### src/rtl/iex_pkg.sv
package iex_pkg;

    localparam int XLEN = 32;

    localparam logic [5:0] OPC_RTYPE = 6'b000000;
    localparam logic [5:0] OPC_ADDI  = 6'b001000;
    localparam logic [5:0] OPC_SLTI  = 6'b001010;
    localparam logic [5:0] OPC_ANDI  = 6'b001100;
    localparam logic [5:0] OPC_ORI   = 6'b001101;
    localparam logic [5:0] OPC_LUI   = 6'b001111;

    localparam logic [5:0] FN_ADD = 6'b100000;
    localparam logic [5:0] FN_SUB = 6'b100010;
    localparam logic [5:0] FN_SLT = 6'b101010;

    typedef enum logic [2:0] {
        ALU_ADD,
        ALU_SUB,
        ALU_SLT,
        ALU_AND,
        ALU_OR,
        ALU_LUI
    } alu_op_e;

endpackage

### src/rtl/iex_decode.sv
module iex_decode
    import iex_pkg::*;
#(
    parameter int REG_AW = 5
) (
    input  logic              valid_i,
    input  logic [XLEN-1:0]   instr_i,
    output alu_op_e           alu_op_o,
    output logic              use_imm_o,
    output logic [XLEN-1:0]   imm_ext_o,
    output logic [REG_AW-1:0] rs_o,
    output logic [REG_AW-1:0] rt_o,
    output logic [REG_AW-1:0] dst_o,
    output logic              wr_en_o,
    output logic              illegal_o
);

    logic [5:0]  opc;
    logic [5:0]  fn;
    logic [4:0]  sh;
    logic [15:0] imm;
    logic        legal;

    assign opc  = instr_i[31:26];
    assign fn   = instr_i[5:0];
    assign sh   = instr_i[10:6];
    assign imm  = instr_i[15:0];
    assign rs_o = instr_i[25:21];
    assign rt_o = instr_i[20:16];

    always_comb begin
        alu_op_o  = ALU_ADD;
        use_imm_o = 1'b0;
        imm_ext_o = {{(XLEN-16){imm[15]}}, imm};
        dst_o     = instr_i[15:11];
        legal     = 1'b0;
        unique case (opc)
            OPC_RTYPE: begin
                if (sh == 5'd0) begin
                    unique case (fn)
                        FN_ADD:  begin alu_op_o = ALU_ADD; legal = 1'b1; end
                        FN_SUB:  begin alu_op_o = ALU_SUB; legal = 1'b1; end
                        FN_SLT:  begin alu_op_o = ALU_SLT; legal = 1'b1; end
                        default: legal = 1'b0;
                    endcase
                end
            end
            OPC_ADDI: begin
                alu_op_o = ALU_ADD; use_imm_o = 1'b1; dst_o = rt_o; legal = 1'b1;
            end
            OPC_SLTI: begin
                alu_op_o = ALU_SLT; use_imm_o = 1'b1; dst_o = rt_o; legal = 1'b1;
            end
            OPC_ANDI: begin
                alu_op_o = ALU_AND; use_imm_o = 1'b1; dst_o = rt_o; legal = 1'b1;
                imm_ext_o = {{(XLEN-16){1'b0}}, imm};
            end
            OPC_ORI: begin
                alu_op_o = ALU_OR; use_imm_o = 1'b1; dst_o = rt_o; legal = 1'b1;
                imm_ext_o = {{(XLEN-16){1'b0}}, imm};
            end
            OPC_LUI: begin
                alu_op_o = ALU_LUI; use_imm_o = 1'b1; dst_o = rt_o; legal = 1'b1;
                imm_ext_o = {{(XLEN-16){1'b0}}, imm};
            end
            default: legal = 1'b0;
        endcase
    end

    assign wr_en_o   = valid_i & legal;
    assign illegal_o = valid_i & ~legal;

endmodule

### src/rtl/iex_alu.sv
module iex_alu
    import iex_pkg::*;
(
    input  alu_op_e         op_i,
    input  logic [XLEN-1:0] a_i,
    input  logic [XLEN-1:0] b_i,
    output logic [XLEN-1:0] y_o
);

    logic lt;
    assign lt = $signed(a_i) < $signed(b_i);

    always_comb begin
        unique case (op_i)
            ALU_ADD: y_o = a_i + b_i;
            ALU_SUB: y_o = a_i - b_i;
            ALU_SLT: y_o = {{(XLEN-1){1'b0}}, lt};
            ALU_AND: y_o = a_i & b_i;
            ALU_OR:  y_o = a_i | b_i;
            ALU_LUI: y_o = {b_i[15:0], {(XLEN-16){1'b0}}};
            default: y_o = '0;
        endcase
    end

endmodule

### src/rtl/iex_regfile.sv
module iex_regfile #(
    parameter int WIDTH    = 32,
    parameter int DEPTH    = 32,
    parameter int RD_PORTS = 2,
    localparam int AW      = $clog2(DEPTH)
) (
    input  logic                             clk_i,
    input  logic                             rst_ni,
    input  logic [RD_PORTS-1:0][AW-1:0]      rd_idx_i,
    output logic [RD_PORTS-1:0][WIDTH-1:0]   rd_data_o,
    input  logic                             wr_en_i,
    input  logic [AW-1:0]                    wr_idx_i,
    input  logic [WIDTH-1:0]                 wr_data_i
);

    logic [WIDTH-1:0] mem [DEPTH];

    always_ff @(posedge clk_i or negedge rst_ni) begin
        if (!rst_ni) begin
            for (int i = 0; i < DEPTH; i++) mem[i] <= '0;
        end else if (wr_en_i && (wr_idx_i != '0)) begin
            mem[wr_idx_i] <= wr_data_i;
        end
    end

    for (genvar p = 0; p < RD_PORTS; p++) begin : g_rd
        assign rd_data_o[p] = (rd_idx_i[p] == '0) ? '0 : mem[rd_idx_i[p]];
    end

endmodule

### src/rtl/int_exec_slice.sv
module int_exec_slice
    import iex_pkg::*;
#(
    parameter int NUM_REGS = 32,
    localparam int REG_AW  = $clog2(NUM_REGS)
) (
    input  logic              clk_i,
    input  logic              rst_ni,
    input  logic              instr_valid_i,
    input  logic [XLEN-1:0]   instr_i,
    output logic              wb_en_o,
    output logic [REG_AW-1:0] wb_idx_o,
    output logic [XLEN-1:0]   wb_data_o,
    output logic              illegal_o
);

    alu_op_e                       alu_op;
    logic                          use_imm;
    logic [XLEN-1:0]               imm_ext;
    logic [REG_AW-1:0]             rs, rt, dst;
    logic                          wr_en;
    logic [1:0][REG_AW-1:0]        rd_idx;
    logic [1:0][XLEN-1:0]          rd_data;
    logic [XLEN-1:0]               op_b;
    logic [XLEN-1:0]               result;

    iex_decode #(.REG_AW(REG_AW)) u_dec (
        .valid_i   (instr_valid_i),
        .instr_i   (instr_i),
        .alu_op_o  (alu_op),
        .use_imm_o (use_imm),
        .imm_ext_o (imm_ext),
        .rs_o      (rs),
        .rt_o      (rt),
        .dst_o     (dst),
        .wr_en_o   (wr_en),
        .illegal_o (illegal_o)
    );

    assign rd_idx[0] = rs;
    assign rd_idx[1] = rt;

    iex_regfile #(.WIDTH(XLEN), .DEPTH(NUM_REGS), .RD_PORTS(2)) u_rf (
        .clk_i     (clk_i),
        .rst_ni    (rst_ni),
        .rd_idx_i  (rd_idx),
        .rd_data_o (rd_data),
        .wr_en_i   (wr_en),
        .wr_idx_i  (dst),
        .wr_data_i (result)
    );

    assign op_b = use_imm ? imm_ext : rd_data[1];

    iex_alu u_alu (
        .op_i (alu_op),
        .a_i  (rd_data[0]),
        .b_i  (op_b),
        .y_o  (result)
    );

    assign wb_en_o   = wr_en & rst_ni;
    assign wb_idx_o  = dst;
    assign wb_data_o = result;

endmodule

### config.mk
export PLATFORM = sky130hd
export DESIGN_NAME = int_exec_slice
export DESIGN_NICKNAME = d
export VERILOG_FILES = /design/src/rtl/iex_pkg.sv /design/src/rtl/iex_decode.sv /design/src/rtl/iex_alu.sv /design/src/rtl/iex_regfile.sv /design/src/rtl/int_exec_slice.sv
export SDC_FILE = /design/constraint.sdc
export NUM_CORES = 2
export LEC_CHECK = 0
export ABC_CLOCK_PERIOD_IN_PS = 6400
export BUFFER_PORTS_ARGS = -buffer_cell sky130_fd_sc_hd__buf_2
export CORE_UTILIZATION = 58
export DETAILED_ROUTE_END_ITERATION = 8
export PLACE_DENSITY_LB_ADDON = 0.15
export SLEW_MARGIN = 20
export SYNTH_ARGS = -nofsm -noshare
export SYNTH_HDL_FRONTEND = slang
export SYNTH_SLANG_ARGS = --single-unit
### constraint.sdc
create_clock -name clk_i -period 6.4 [get_ports clk_i]
set_input_delay 0.64 -clock clk_i [delete_from_list [all_inputs] [get_ports clk_i]]
set_output_delay 0.64 -clock clk_i [all_outputs]
set_load 0.005 [all_outputs]
Word-level counts from Yosys, hierarchy flattened
Index checks and enable logic that the tools add are counted.
W data, S select, Z words.
Storage, ports and cells
  register bits after elaboration: 1024
  bits of input ports: 35
  word-level logic and storage cells: 94
Cells by class
  $add $sub $neg: 2
  order comparisons: 5
  equality and inequality tests: 13
  muxes and demuxes: 22
  bitwise logic cells: 9
  reductions and logical operators: 11
Operator list (number)
  $bwmux W1024: 1
  $bmux W32 S5: 2
  $mux W32: 9
  $pmux W32 S6: 1
  $demux W32 S5: 1
  $add A32 B32 Y32: 1
  $and A32 B32 Y32: 1
  $lt A32 B32 Y1: 1
  $or A32 B32 Y32: 1
  $sub A32 B32 Y32: 1
  $eq A6 B4 Y1 const B: 5
  $eq A6 B6 Y1 const B: 3
  $ge A6 B6 Y1 const B: 3
  $not A5 Y6: 3
  $logic_not A5 Y1: 3
  $pmux W3 S5: 1
  $eq A3 B2 Y1 const B: 2
  $eq A3 B3 Y1 const B: 2
  $logic_not A6 Y1: 1
  $lt A6 B1 Y1 const B: 1
  $reduce_or A3 Y1: 2
  $mux W5: 1
  $reduce_bool A5 Y1: 1
  $reduce_or A5 Y1: 1
  other kinds (9): 14

Depth between registers and ports, before layout
  depth in word-level cells: 9
  mapped depth: 24
  depth with buffers taken out: 17

Modules after synthesis
From an unflattened synthesis, not the netlist that was laid out.
Second synthesis, totals
  cells, all modules: 4369
  area, all modules: 60197.7 µm²
By module, submodules not included
  iex_regfile: times used 1, cells an instance 3514, area an instance 54019.3 µm², seq. area each 25624.6 µm²
  iex_alu: times used 1, cells an instance 744, area an instance 5041.1 µm², seq. area each 0.0 µm²
  iex_decode: times used 1, cells an instance 74, area an instance 586.8 µm², seq. area each 0.0 µm²
  int_exec_slice: times used 1, cells an instance 37, area an instance 550.5 µm², seq. area each 0.0 µm²

Worst setup path before layout
Ideal clock, no wire load.
  path kind: input -> output
  from: input instr_i[16]
  to: output wb_data_o[0]
  arrival: 5969 ps
  slack: -209 ps
  stages: 22
  path through: buf_2 buf_4 buf_2 buf_2 buf_2 buf_2 mux4_2 a22oi_1 o211ai_1 a32o_1 ha_1 clkbuf_1 or3_1 nor3b_1 o31a_1 o21bai_1 a2111oi_0 nor4bb_1 o211a_1 a311oi_1 buf_2 inv_1
Between the ends
  longest elaborated chain between the ends: 8
  elaborated cells on any way between the ends: 13
RTL lines
  start: declaration: RTL line int_exec_slice.sv:10  | input logic [XLEN-1:0] instr_i,
  $not A5 Y6 (not written as such): RTL line iex_regfile.sv:27  | assign rd_data_o[p] = (rd_idx_i[p] == '0) ? '0 : mem[rd_idx_i[p]];
  $bmux W32 S5: RTL line iex_regfile.sv:27
  $mux W32 (not written as such) (2 in a row): RTL line iex_regfile.sv:27
  $mux W32 (*): RTL line iex_regfile.sv:27
  $mux W32 (*): RTL line int_exec_slice.sv:53  | assign op_b = use_imm ? imm_ext : rd_data[1];
  $sub A32 B32 Y32, or another cell as far along: RTL line iex_alu.sv:16  | ALU_SUB: y_o = a_i - b_i;
  $pmux W32 S6 (*): RTL line iex_alu.sv:14  | unique case (op_i)
  end: declaration: RTL line int_exec_slice.sv:13  | output logic [XLEN-1:0] wb_data_o,
Every way passes the cells marked *; elsewhere a longest branch is shown, timed or not. The select of a mux whose other input is x is not followed.

Worst setup path after layout
  from: input instr_i[22]
  to: output wb_data_o[0]
Between the ends
  longest elaborated chain between the ends: 7
  elaborated cells on any way between the ends: 12
RTL lines (RTL line)
  $not A5 Y6 (not written as such): iex_regfile.sv:27
  $bmux W32 S5: iex_regfile.sv:27
  $mux W32 (not written as such) (2 in a row): iex_regfile.sv:27
  $mux W32 (*): iex_regfile.sv:27
  $sub A32 B32 Y32, or another cell as far along: iex_alu.sv:16
  $pmux W32 S6 (*): iex_alu.sv:14
Marked as above.

==> flow_metrics.env <==
export IMPL_syn_inst=5212
export IMPL_drive_gt1_share_pct=27.6
export IMPL_dp_cells=6404
export IMPL_cts_tree="yes"
export IMPL_rrSetupSlack_ps=1030
export IMPL_drv_cap=0
export IMPL_die_y_um=319
export IMPL_reg2reg_depth=17
export IMPL_crit_fanout=32
export IMPL_synth_area_per_cell_um2=11.2
export IMPL_leakagePower_nw=28.7
export IMPL_yosysWarningCount=0
export IMPL_antenna_found_initial=4
export IMPL_ant_nets=0
export IMPL_htreeDepth=3
export IMPL_switching_share_pct=27.5
export IMPL_wl_per_cell_um=29.3
export IMPL_synthTopCellsByArea="dfrtp_1, mux4_2, a21oi_1"
export IMPL_hold_ws_ps=397
export IMPL_tightestPinTransition_ps=1240
export IMPL_setup_tns_ps=0
export IMPL_synthesis_area_mm2=0.0583
export IMPL_reg2reg_from="u_rf.mem[416]$_DFFE_PN0P_"
export IMPL_synth_largest_area_cell="dfrtp_1"
export IMPL_end_kind="output port"
export IMPL_largest_register_ffs=1024
export IMPL_drt_iter0_markers=5827
export IMPL_power_mw=16.2
export IMPL_min_period_ps=6320
export IMPL_hold_class="flop to flop"
export IMPL_ctsRootBufferMaster="clkbuf_16"
export IMPL_first_pass_iters=6
export IMPL_clkTransAtPathRegs_ps=60
export IMPL_yosys_area_top_type_share_pct=43.9
export IMPL_max_slew_margin_rel_pct=17.2
export IMPL_ys_ff_latch=1024
export IMPL_dp_slack_ps=-110
export IMPL_synth_edff_count=0
export IMPL_rows=115
export IMPL_p_int_mw=11.7
export IMPL_grt_first_pass_wirelength_mm=291
export IMPL_core_area_mm2=0.0990
export IMPL_fillers=7366
export IMPL_ir_drop_v=0.000231
export IMPL_die_x_um=319
export IMPL_ys_types=84
export IMPL_port_buffers=73
export IMPL_overflow=0
export IMPL_async_flop_share_pct=100
export IMPL_first_global_vias=45000
export IMPL_drv_slew=0
export IMPL_initial_utilization_pct=58.9
export IMPL_crit_start="instr_i[22]"
export IMPL_comb_power_share_pct=15.9
export IMPL_drc=0
export IMPL_synthTopCellsByCount="dfrtp_1, mux4_2, nand2_1, nor2_1, a21oi_1"
export IMPL_p_sw_mw=4.44
export IMPL_setup_violations=0
export IMPL_required_ps=5760
export IMPL_post_dp_hpwl_mm=129
export IMPL_startpoint_type="primary input"
export IMPL_grt_max_degree=147
export IMPL_worstPathArrival_ps=5680
export IMPL_synth_nets=5351
export IMPL_fin_cells=6605
export IMPL_status="finished clean"
export IMPL_wirelength_mm=193
export IMPL_finalWorstSetupSlack_ps=81.4
export IMPL_critical_path_class="primary input to output port"
export IMPL_final_nets=5372
export IMPL_gp_congestion=0.970
export IMPL_area_growth_pct=13.5
export IMPL_skew_ps=49.1
export IMPL_yosysMostFrequentCell="dfrtp_1"
export IMPL_reg_largest_list="u_rf.mem (1024)"
export IMPL_io_pins=74
export IMPL_max_freq_ghz=0.158
export IMPL_clock_latency_ps=720
export IMPL_cts_buffer_depth=3
export IMPL_timing_rr_end="u_rf.mem[380]$_DFFE_PN0P_"
export IMPL_period_share_pct=98.7
export IMPL_numCtsBuffers=107
export IMPL_vias_per_cell=6.86
export IMPL_timing_critical_path_to="wb_data_o[0]"
export IMPL_grt_usage_pct=38.6
export IMPL_pwr_share_seq_pct=42.7
export IMPL_hold_viol_final=0
export IMPL_die_area_mm2=0.102
export IMPL_powerDensity_mw_per_mm2=244
export IMPL_cts_sinks=1024
export IMPL_yosysSeqAreaShare_pct=43.9
export IMPL_ys_flop_type="dfrtp_1"
export IMPL_via_count=45300
export IMPL_top_register="u_rf.mem"
export IMPL_power_frac_clock_pct=41.4
export IMPL_hold_start="u_rf.mem[997]$_DFFE_PN0P_"
==> through the flow <==
step                      instance area (um2)  util (%)
after global routing                    66200      66.9
after floorplan                         58300         -
after CTS                               65900      66.5
final                                   66200      66.9
after global placement                  62100      62.7
after detailed placement                62100      62.7
==> area by class of cell <==
type                    count  area, um2  area share [%]
clock inverters            40        634           0.959
repair buffers            433       3960            5.98
inverters                 133        502           0.758
flip-flops and latches   1024      25600            38.7
diodes                      1       2.50         0.00378
multi-input cells        3534      30700            46.4
well taps                1287       1610            2.43
clock buffers             153       3110            4.70
==> worst min-delay path by stage <==
stage | cells past startpoint | to | slack, ps
floorplan | 0 | u_rf.mem[0]$_DFFE_PN0P_ | 340
global placement | 0 | u_rf.mem[999]$_DFFE_PN0P_ | 380
detailed placement | 0 | u_rf.mem[1005]$_DFFE_PN0P_ | 380
CTS | 0 | u_rf.mem[997]$_DFFE_PN0P_ | 400
global route | 0 | u_rf.mem[1005]$_DFFE_PN0P_ | 410
finish | 0 | u_rf.mem[997]$_DFFE_PN0P_ | 400
==> what timing repair did <==
item,in CTS,in global routing
resized for setup,10,35
pin swaps,0,5
setup buffers,0,2
endpoints found under the setup margin,7,12
hold buffers,1,0
endpoints found under the hold margin,62,0
cloned,0,4
==> power by group through the flow <==
stage / combinational (mW) / clock [mW] / sequential [mW]
2_1_floorplan: 1.45 / 0 / 6.95
3_3_place_gp: 2.44 / 0 / 6.99
3_5_place_dp: 2.46 / 0 / 7.01
4_1_cts: 2.49 / 6.71 / 6.89
5_1_grt: 2.73 / 6.97 / 6.93
6_report: 2.56 / 6.68 / 6.90
==> metal layers <==
| metal | track usage [%] | share of wire (%) | vias up |
|---|---|---|---|
| met5 | 0 | 0.040 | - |
| li1 | - | - | 19100 |
| met2 | 56.7 | 45 | 2591 |
| met3 | 11.6 | 12 | 507 |
| met1 | 54.2 | 39 | 23100 |
| met4 | 15.3 | 4.4 | 12 |
==> worst max-delay path, stage by stage <==
cell	delay, ps
buf_8	290
buf_4	270
mux4_2	220
mux4_2	310
nand2_1	70
a21oi_1	830
ha_2	520
nor3_2	240
nor3b_1	210
o31a_1	330
o21bai_2	130
a2111oi_4	360
nor4bb_2	110
buf_4	160
o211a_1	260
a311oi_4	320
buf_12	180
inv_1	40
buf_2	110
==> cells in the final DEF (no fill, tap or decap), types with 20 or more instances in the layout <==
cell type,instances
mux4_2,622
buf_12,52
clkbuf_8,22
o21ai_0,262
nor2b_1,22
mux2i_1,50
a21oi_1,463
nor3_1,20
dfrtp_1,1024
nand2b_1,46
a31oi_1,73
buf_2,65
inv_1,128
buf_4,299
ha_1,96
mux2_2,106
clkbuf_1,22
nor2_1,543
nand2_1,574
o21ai_1,263
clkbuf_16,113
==> cell families (layout without fill, tap and decap cells) <==
family                     count (synthesis)  count (layout)  share of synthesized area (%)
AOI/OAI and AO/OA                       1283            1283                           12.3
xor gates and xnor gates                  10              10                          0.150
adders and majority gates                104             104                           2.26
buffers and inverters                    654             759                           4.52
DFF                                     1024            1024                           43.9
muxes                                    787             787                           27.1
other                                      0               1                              0
and+or+nand+nor                         1350            1350                           9.66
Note: power is estimated with default switching activity, not from simulation.
